==> src/rtl/sd_cmd_pkg.sv <==
package sd_cmd_pkg;

  typedef enum logic [2:0] {
    RT_RSV0  = 3'd0,
    RT_RSV1  = 3'd1,
    RT_RSV2  = 3'd2,
    RT_NONE  = 3'd3,
    RT_R48   = 3'd4,
    RT_R48B  = 3'd5,
    RT_R136  = 3'd6,
    RT_R48NC = 3'd7
  } rsp_type_e;

  typedef enum logic [1:0] {
    ST_IDLE = 2'd0,
    ST_TX   = 2'd1,
    ST_RSP  = 2'd2,
    ST_BUSY = 2'd3
  } ctl_state_e;

  localparam int unsigned IDX_W      = 6;
  localparam int unsigned CMD_W      = 16;
  localparam logic [IDX_W-1:0] STOP_IDX = 6'd12;

endpackage

==> src/rtl/sd_cmd_legal.sv <==
module sd_cmd_legal
  import sd_cmd_pkg::*;
(
  input  logic             we,
  input  logic             busy,
  input  logic [IDX_W-1:0] idx,
  input  rsp_type_e        rtype,
  input  logic             data,
  output logic             accept,
  output logic             reject
);

  logic rsv_type;
  logic bad_data;
  logic field_bad;

  always_comb begin
    rsv_type  = (rtype == RT_RSV0) || (rtype == RT_RSV1) || (rtype == RT_RSV2);
    bad_data  = data && ((rtype == RT_NONE) || (idx == STOP_IDX));
    field_bad = rsv_type || bad_data;
    accept    = we && !busy && !field_bad;
    reject    = we && (busy || field_bad);
  end

endmodule

==> src/rtl/sd_cmd_tx.sv <==
module sd_cmd_tx
  import sd_cmd_pkg::*;
#(
  parameter int unsigned ARG_W = 32
) (
  input  logic             clk,
  input  logic             rst_n,
  input  logic             ce,
  input  logic             load,
  input  logic [IDX_W-1:0] idx,
  input  logic [ARG_W-1:0] arg,
  output logic             out_bit,
  output logic             out_en,
  output logic             done
);

  localparam int unsigned FR_W  = ARG_W + 16;
  localparam int unsigned CNT_W = $clog2(FR_W + 1);
  localparam logic [CNT_W-1:0] CNT_FULL = CNT_W'(FR_W);
  localparam logic [CNT_W-1:0] CNT_ONE  = CNT_W'(1);

  logic [FR_W-1:0]  sh_q, sh_d;
  logic [CNT_W-1:0] cnt_q, cnt_d;

  always_comb begin
    sh_d  = sh_q;
    cnt_d = cnt_q;
    if (load) begin
      sh_d  = {1'b0, 1'b1, idx, arg, 7'd0, 1'b1};
      cnt_d = CNT_FULL;
    end else if (ce && (cnt_q != '0)) begin
      sh_d  = {sh_q[FR_W-2:0], 1'b0};
      cnt_d = cnt_q - CNT_ONE;
    end
  end

  always_ff @(posedge clk or negedge rst_n) begin
    if (!rst_n) begin
      sh_q  <= '0;
      cnt_q <= '0;
    end else begin
      sh_q  <= sh_d;
      cnt_q <= cnt_d;
    end
  end

  assign out_bit = sh_q[FR_W-1];
  assign out_en  = (cnt_q != '0);
  assign done    = ce && (cnt_q == CNT_ONE);

endmodule

==> src/rtl/sd_cmd_rx.sv <==
module sd_cmd_rx
  import sd_cmd_pkg::*;
#(
  parameter int unsigned ARG_W = 32,
  parameter int unsigned RSP_W = 128
) (
  input  logic             clk,
  input  logic             rst_n,
  input  logic             listen,
  input  logic             ce,
  input  logic             bit_vld,
  input  logic             bit_in,
  input  rsp_type_e        rtype,
  input  logic [IDX_W-1:0] exp_idx,
  output logic             start,
  output logic             active,
  output logic             done,
  output logic             idx_bad,
  output logic [RSP_W-1:0] rsp
);

  localparam int unsigned LEN_S = ARG_W + 16;
  localparam int unsigned LEN_L = RSP_W + 8;
  localparam int unsigned POS_W = $clog2(LEN_L + 1);
  localparam logic [POS_W-1:0] LAST_S  = POS_W'(LEN_S - 1);
  localparam logic [POS_W-1:0] LAST_L  = POS_W'(LEN_L - 1);
  localparam logic [POS_W-1:0] PAY_LO  = POS_W'(8);
  localparam logic [POS_W-1:0] PHI_S   = POS_W'(ARG_W + 7);
  localparam logic [POS_W-1:0] PHI_L   = POS_W'(RSP_W - 1);
  localparam logic [POS_W-1:0] IDX_LO  = POS_W'(2);
  localparam logic [POS_W-1:0] IDX_HI  = POS_W'(7);
  localparam logic [POS_W-1:0] POS_ONE = POS_W'(1);

  logic             act_q, act_d;
  logic [POS_W-1:0] pos_q, pos_d;
  logic [IDX_W-1:0] idx_q, idx_d;
  logic [RSP_W-1:0] rsp_q, rsp_d;
  logic             take, is_long, chk_idx;
  logic [POS_W-1:0] last_pos, pay_hi;

  always_comb begin
    take     = ce && bit_vld;
    is_long  = (rtype == RT_R136);
    chk_idx  = (rtype == RT_R48) || (rtype == RT_R48B);
    last_pos = is_long ? LAST_L : LAST_S;
    pay_hi   = is_long ? PHI_L : PHI_S;
    start    = listen && !act_q && take && !bit_in;
    done     = act_q && take && (pos_q == last_pos);
    idx_bad  = done && chk_idx && (idx_q != exp_idx);
  end

  always_comb begin
    act_d = act_q;
    pos_d = pos_q;
    idx_d = idx_q;
    rsp_d = rsp_q;
    if (start) begin
      act_d = 1'b1;
      pos_d = POS_ONE;
      if (is_long) rsp_d = '0;
    end else if (act_q && take) begin
      if ((pos_q >= IDX_LO) && (pos_q <= IDX_HI))
        idx_d = {idx_q[IDX_W-2:0], bit_in};
      if ((pos_q >= PAY_LO) && (pos_q <= pay_hi))
        rsp_d = {rsp_q[RSP_W-2:0], bit_in};
      pos_d = pos_q + POS_ONE;
      if (done) act_d = 1'b0;
    end
  end

  always_ff @(posedge clk or negedge rst_n) begin
    if (!rst_n) begin
      act_q <= 1'b0;
      pos_q <= '0;
      idx_q <= '0;
      rsp_q <= '0;
    end else begin
      act_q <= act_d;
      pos_q <= pos_d;
      idx_q <= idx_d;
      rsp_q <= rsp_d;
    end
  end

  assign active = act_q;
  assign rsp    = rsp_q;

endmodule

==> src/rtl/sd_cmd_ctrl.sv <==
module sd_cmd_ctrl
  import sd_cmd_pkg::*;
#(
  parameter int unsigned TIMEOUT_CYC = 64
) (
  input  logic      clk,
  input  logic      rst_n,
  input  logic      ce,
  input  logic      accept,
  input  logic      reject,
  input  rsp_type_e acc_rtype,
  input  logic      tx_done,
  input  logic      rx_start,
  input  logic      rx_active,
  input  logic      rx_done,
  input  logic      rx_idx_bad,
  input  logic      card_busy,
  output logic      busy,
  output logic      listen,
  output rsp_type_e rtype,
  output logic      ev_rsp_end,
  output logic      ev_timeout,
  output logic      ev_illegal,
  output logic      ev_idx_err
);

  localparam int unsigned TMR_W = $clog2(TIMEOUT_CYC);
  localparam logic [TMR_W-1:0] TMR_LAST = TMR_W'(TIMEOUT_CYC - 1);
  localparam logic [TMR_W-1:0] TMR_ONE  = TMR_W'(1);

  ctl_state_e       st_q, st_d;
  logic [TMR_W-1:0] tmr_q, tmr_d;
  rsp_type_e        rt_q, rt_d;
  logic             bad_q, bad_d;
  logic             end_q, end_d;
  logic             to_q, to_d;
  logic             ill_q, ill_d;
  logic             ie_q, ie_d;

  always_comb begin
    st_d  = st_q;
    tmr_d = tmr_q;
    rt_d  = rt_q;
    bad_d = bad_q;
    end_d = 1'b0;
    to_d  = 1'b0;
    ill_d = reject;
    ie_d  = 1'b0;
    case (st_q)
      ST_IDLE: begin
        if (accept) begin
          st_d  = ST_TX;
          rt_d  = acc_rtype;
          bad_d = 1'b0;
        end
      end
      ST_TX: begin
        if (tx_done) begin
          tmr_d = '0;
          if (rt_q == RT_NONE) begin
            st_d  = ST_IDLE;
            end_d = 1'b1;
          end else begin
            st_d = ST_RSP;
          end
        end
      end
      ST_RSP: begin
        if (rx_done) begin
          if (rt_q == RT_R48B) begin
            st_d  = ST_BUSY;
            bad_d = rx_idx_bad;
          end else begin
            st_d  = ST_IDLE;
            end_d = 1'b1;
            ie_d  = rx_idx_bad;
          end
        end else if (ce && !rx_active && !rx_start) begin
          if (tmr_q == TMR_LAST) begin
            st_d = ST_IDLE;
            to_d = 1'b1;
          end else begin
            tmr_d = tmr_q + TMR_ONE;
          end
        end
      end
      ST_BUSY: begin
        if (ce && !card_busy) begin
          st_d  = ST_IDLE;
          end_d = 1'b1;
          ie_d  = bad_q;
        end
      end
      default: st_d = ST_IDLE;
    endcase
  end

  always_ff @(posedge clk or negedge rst_n) begin
    if (!rst_n) begin
      st_q  <= ST_IDLE;
      tmr_q <= '0;
      rt_q  <= RT_NONE;
      bad_q <= 1'b0;
      end_q <= 1'b0;
      to_q  <= 1'b0;
      ill_q <= 1'b0;
      ie_q  <= 1'b0;
    end else begin
      st_q  <= st_d;
      tmr_q <= tmr_d;
      rt_q  <= rt_d;
      bad_q <= bad_d;
      end_q <= end_d;
      to_q  <= to_d;
      ill_q <= ill_d;
      ie_q  <= ie_d;
    end
  end

  assign busy       = (st_q != ST_IDLE);
  assign listen     = (st_q == ST_RSP);
  assign rtype      = rt_q;
  assign ev_rsp_end = end_q;
  assign ev_timeout = to_q;
  assign ev_illegal = ill_q;
  assign ev_idx_err = ie_q;

endmodule

==> src/rtl/sd_cmd_frontend.sv <==
module sd_cmd_frontend
  import sd_cmd_pkg::*;
#(
  parameter int unsigned ARG_W       = 32,
  parameter int unsigned RSP_W       = 128,
  parameter int unsigned TIMEOUT_CYC = 64
) (
  input  logic             clk,
  input  logic             rst_n,
  input  logic             card_ce,
  input  logic             arg_we,
  input  logic [ARG_W-1:0] arg_wdata,
  input  logic             cmd_we,
  input  logic [CMD_W-1:0] cmd_wdata,
  output logic             cmd_out,
  output logic             cmd_oe,
  input  logic             rsp_vld,
  input  logic             rsp_bit,
  input  logic             card_busy,
  output logic             cmd_busy,
  output logic [RSP_W-1:0] rsp_reg,
  output logic             ev_rsp_end,
  output logic             ev_idx_err,
  output logic             ev_timeout,
  output logic             ev_illegal
);

  logic             rs0_q, rs1_q, core_rst_n;
  logic [ARG_W-1:0] arg_q, arg_d;
  logic [IDX_W-1:0] idx_q, idx_d;
  logic             accept, reject;
  logic             tx_done;
  logic             rx_start, rx_active, rx_done, rx_idx_bad;
  logic             listen;
  rsp_type_e        cur_rtype;
  rsp_type_e        wr_rtype;
  logic [IDX_W-1:0] wr_idx;
  logic             wr_data;
  logic             unused_fields;

  always_ff @(posedge clk or negedge rst_n) begin
    if (!rst_n) begin
      rs0_q <= 1'b0;
      rs1_q <= 1'b0;
    end else begin
      rs0_q <= 1'b1;
      rs1_q <= rs0_q;
    end
  end
  assign core_rst_n = rs1_q;

  assign wr_idx        = cmd_wdata[5:0];
  assign wr_rtype      = rsp_type_e'(cmd_wdata[10:8]);
  assign wr_data       = cmd_wdata[11];
  assign unused_fields = ^{cmd_wdata[15:12], cmd_wdata[7:6]};

  always_comb begin
    arg_d = arg_we ? arg_wdata : arg_q;
    idx_d = accept ? wr_idx : idx_q;
  end

  always_ff @(posedge clk or negedge core_rst_n) begin
    if (!core_rst_n) begin
      arg_q <= '0;
      idx_q <= '0;
    end else begin
      arg_q <= arg_d;
      idx_q <= idx_d;
    end
  end

  sd_cmd_legal u_legal (
    .we     (cmd_we),
    .busy   (cmd_busy),
    .idx    (wr_idx),
    .rtype  (wr_rtype),
    .data   (wr_data),
    .accept (accept),
    .reject (reject)
  );

  sd_cmd_tx #(.ARG_W(ARG_W)) u_tx (
    .clk     (clk),
    .rst_n   (core_rst_n),
    .ce      (card_ce),
    .load    (accept),
    .idx     (wr_idx),
    .arg     (arg_q),
    .out_bit (cmd_out),
    .out_en  (cmd_oe),
    .done    (tx_done)
  );

  sd_cmd_rx #(.ARG_W(ARG_W), .RSP_W(RSP_W)) u_rx (
    .clk     (clk),
    .rst_n   (core_rst_n),
    .listen  (listen),
    .ce      (card_ce),
    .bit_vld (rsp_vld),
    .bit_in  (rsp_bit),
    .rtype   (cur_rtype),
    .exp_idx (idx_q),
    .start   (rx_start),
    .active  (rx_active),
    .done    (rx_done),
    .idx_bad (rx_idx_bad),
    .rsp     (rsp_reg)
  );

  sd_cmd_ctrl #(.TIMEOUT_CYC(TIMEOUT_CYC)) u_ctrl (
    .clk        (clk),
    .rst_n      (core_rst_n),
    .ce         (card_ce),
    .accept     (accept),
    .reject     (reject),
    .acc_rtype  (wr_rtype),
    .tx_done    (tx_done),
    .rx_start   (rx_start),
    .rx_active  (rx_active),
    .rx_done    (rx_done),
    .rx_idx_bad (rx_idx_bad),
    .card_busy  (card_busy),
    .busy       (cmd_busy),
    .listen     (listen),
    .rtype      (cur_rtype),
    .ev_rsp_end (ev_rsp_end),
    .ev_timeout (ev_timeout),
    .ev_illegal (ev_illegal),
    .ev_idx_err (ev_idx_err)
  );

endmodule

==> config.mk <==
export PLATFORM = sky130hd
export DESIGN_NAME = sd_cmd_frontend
export DESIGN_NICKNAME = d
export VERILOG_FILES = /design/src/rtl/sd_cmd_pkg.sv /design/src/rtl/sd_cmd_legal.sv /design/src/rtl/sd_cmd_tx.sv /design/src/rtl/sd_cmd_rx.sv /design/src/rtl/sd_cmd_ctrl.sv /design/src/rtl/sd_cmd_frontend.sv
export SDC_FILE = /design/constraint.sdc
export NUM_CORES = 1
export LEC_CHECK = 0
export BUFFER_PORTS_ARGS = -buffer_cell sky130_fd_sc_hd__buf_2
export CAP_MARGIN = 20
export CORE_MARGIN = 1.5
export CORE_UTILIZATION = 26
export CTS_CLUSTER_DIAMETER = 80
export CTS_CLUSTER_SIZE = 14
export DETAILED_ROUTE_END_ITERATION = 16
export PLACE_DENSITY = 0.53
export SKIP_LAST_GASP = 1
export SYNTH_ARGS = -nofsm -noshare
export SYNTH_HDL_FRONTEND = slang
export SYNTH_HIERARCHICAL = 1
export SYNTH_SLANG_ARGS = --single-unit
export TNS_END_PERCENT = 20
==> constraint.sdc <==
create_clock -name clk -period 10.5 [get_ports clk]
set_input_delay 1.575 -clock clk [delete_from_list [all_inputs] [get_ports clk]]
set_output_delay 1.575 -clock clk [all_outputs]
set_load 0.05 [all_outputs]
==> results.py <==
metrics = {
    "grt": {
        "track_usage": 0.113,
        "grt_antenna_before_repair": 0,
        "grt_pass1_wl_mm": 46.1,
        "grt_pass1_vias": 8515,
        "grt_max_degree": 105,
        "grt-ovfl-total": 0,
    },
    "yosys": {
        "synthTopCellsByArea": "dfrtp_1 50%, mux2i_1 11%, nand2_1 5.7%, inv_1 4.2%, mux2_4 3.6%",
        "yosys.area.top_type_share": 0.504,
        "synth-edff-count": 0,
        "synth_common_cells": "251 x dfrtp_1, 189 x nand2_1, 141 x inv_1, 138 x mux2i_1, 52 x nand2b_1",
        "yosys.cell_types.count": 62,
        "ys_warn_count": 6,
        "synth_top_cell_by_area": "dfrtp_1",
        "yosys.cell_count.top_type": "dfrtp_1",
        "synthArstFlopShare": 1.00,
        "synth_seq_cells": 253,
        "syn_area_mm2": 0.0125,
        "synth_flop_cell": "dfrtp_1",
        "post_synth_inst_count": 1185,
        "synth_nets": 1250,
        "seq_area_frac_synth": 0.508,
        "avgSynthCellArea_um2": 10.5,
    },
    "clock_network": {
        "cts.sinks": 253,
        "cts_resized": 0,
        "cts_tree": "built",
        "numCtsBuffers": 26,
        "cts_max_level": 1,
        "cts_root_buf": "clkbuf_16",
        "cts.clk_slew.worst_paths_ps": 70,
        "clk_path_buf_depth": 3,
        "clkLatencyLatePin_ps": 550,
        "post_cts_buffers": 0,
        "cts_hold_buf": 0,
    },
    "route": {
        "drtAntennaViolNets": 0,
        "wirelength_mm": 27.9,
        "drt_iter0_markers": 484,
        "num_vias": 8713,
        "viasPerCell": 4.44,
        "route.detailed.drc": 0,
        "firstDrtPassIters": 5,
        "wl_per_cell_um": 14.2,
    },
    "cells_and_area": {
        "layout.nets": 1401,
        "fillCellCount": 4900,
        "diodes": 0,
        "area_delta_synth_final_pct": 17.7,
        "largest_reg_flops": 128,
        "drive_above_1_share": 0.248,
    },
    "sta": {
        "report.final.slew_viol_count": 0,
        "fin_skew_ps": 17.4,
        "max-slew-margin-rel": 0.284,
        "setup_viol": 0,
        "worstMarginPinSlew_ps": 1070,
        "max_freq_ghz": 0.246,
        "fin_crit_sh": 0.386,
        "hold_violations": 0,
        "rsz0062_at_grt": "false",
        "period_needed_ps": 4060,
        "finalSetupTns_ps": 0,
    },
    "critical_path": {
        "end_kind": "flip-flop",
        "required_ps": 10950,
        "crit_type": "reg2reg",
        "path_max_fanout": 63,
        "worst_r2r_path_depth": 9,
        "critPathLaunchType": "flip-flop",
        "r2r_slack_ps": 6440,
        "arrival_ps": 4500,
        "cp-startpoint": "u_ctrl/rtype[1]$_DFFE_PN1P_",
        "regToRegStartpoint": "u_ctrl/rtype[1]$_DFFE_PN1P_",
    },
    "power": {
        "p_seq_frac": 0.449,
        "ir_drop_mv": 0.117,
        "power_mw": 2.82,
        "combPwrFrac": 0.223,
        "pwr-share-clk": 0.327,
        "p_per_area_mw_per_mm2": 192,
        "p_sw_mw": 0.869,
        "sw_frac_of_total": 0.308,
        "leakagePower_nw": 7.45,
        "p_int_mw": 1.95,
    },
    "hold_path": {
        "hold_depth": 0,
        "min-delay-start": "rs0_q$_DFF_PN0_",
        "hp-class": "reg2reg",
    },
    "run": {
        "cap_violations": 0,
    },
    "place": {
        "hpwl_mm": 17.9,
        "port_buffers": 184,
        "globalplace.congestion": 0.757,
    },
    "floorplan": {
        "row_count": 80,
        "start_util": 0.262,
        "ios": 191,
        "die_area_mm2": 0.0493,
        "die_w_um": 222,
        "dieHeight_um": 222,
        "core_area_mm2": 0.0475,
    },
    "run_status": {
        "status": "complete, no violations",
    },
}
per-layer routing:
metal	GRT usage	part of all wire	wire [um]	up-vias
li1	-	-	-	4229
met1	0.154	0.48	13300	4268
met2	0.181	0.45	12700	177
met3	0.0246	0.047	1300	39
met4	0.0267	0.022	621	0
met5	0	0	0	-
cell usage in the layout, fill, tap and decap left out, drive strengths merged, types with 7 or more instances in the layout:
master | synthesis | routed
dfrtp | 251 | 251
mux2i | 138 | 138
nor2b | 45 | 45
nor2 | 14 | 14
clkbuf | 48 | 30
nand3 | 13 | 13
inv | 141 | 145
nand2 | 189 | 189
o31a | 39 | 39
nand2b | 52 | 52
a21oi | 45 | 45
ha | 9 | 9
buf | 24 | 195
xnor2 | 7 | 7
a31o | 38 | 38
mux2 | 48 | 48
o21ai | 14 | 14
power by group through the flow:
stage,Clock (mW),Combinational (mW),Sequential [mW]
after floorplan,0,0.506,1.28
after global placement,0,0.617,1.28
after detailed placement,0,0.631,1.28
after CTS,0.971,0.633,1.27
after global routing,1.00,0.707,1.29
final,0.922,0.629,1.27
path summary, 6_finish.rpt:
path,to
worst max-delay path,u_rx/rsp[21]$_DFFE_PN0P_
worst min-delay path,core_rst_n$_DFF_PN0_
worst max register to register,u_rx/rsp[21]$_DFFE_PN0P_
worst min register to register,core_rst_n$_DFF_PN0_
max in group asynchronous,u_rx/rsp[56]$_DFFE_PN0P_
min in group asynchronous,arg_q[6]$_DFFE_PN0P_
critical path, cell delays in order, from the launching register on:
cell and delay, ps:
dfstp_2 560, and3b_1 280, inv_1 120, ha_1 290, nand2_1 70, o21ai_0 210, a211o_4 230, buf_4 750
buf_4 970, mux2i_1 320
area by class of cell:
cell class,instances,area (um2),area share
clock inverter,9,109,0.00742
sequential,253,6340,0.432
multi-input combinational,719,5200,0.354
inverter,141,529,0.0361
clock buffer,30,707,0.0482
timing repair buffer,195,1020,0.0697
tap,615,769,0.0524
per-stage QoR:
stage,instances,cell area (um2),setup WS (ps),hold slack [ps],utilization
floorplan,1185,12500,2930,331,-
global placement,1922,13800,6000,340,0.291
detailed placement,1922,13800,5920,340,0.291
CTS,1961,14700,6420,361,0.308
global route,1962,14700,6150,370,0.309
finish,1962,14700,6440,357,0.309
logic make-up (layout without fill, tap and decap cells):
| kind of cell | after synthesis | count (layout) | synth area share |
|---|---|---|---|
| and+or+nand+nor | 352 | 352 | 0.140 |
| DFF | 253 | 253 | 0.508 |
| buffers and inverters | 213 | 375 | 0.0773 |
| muxes | 186 | 186 | 0.163 |
| AOI/OAI and AO/OA | 161 | 161 | 0.0954 |
| xor gates and xnor gates | 10 | 10 | 0.00702 |
| adders and majority gates | 9 | 9 | 0.00903 |
| other | 1 | 1 | 0.000301 |
Power figures use the tool's default switching activity.
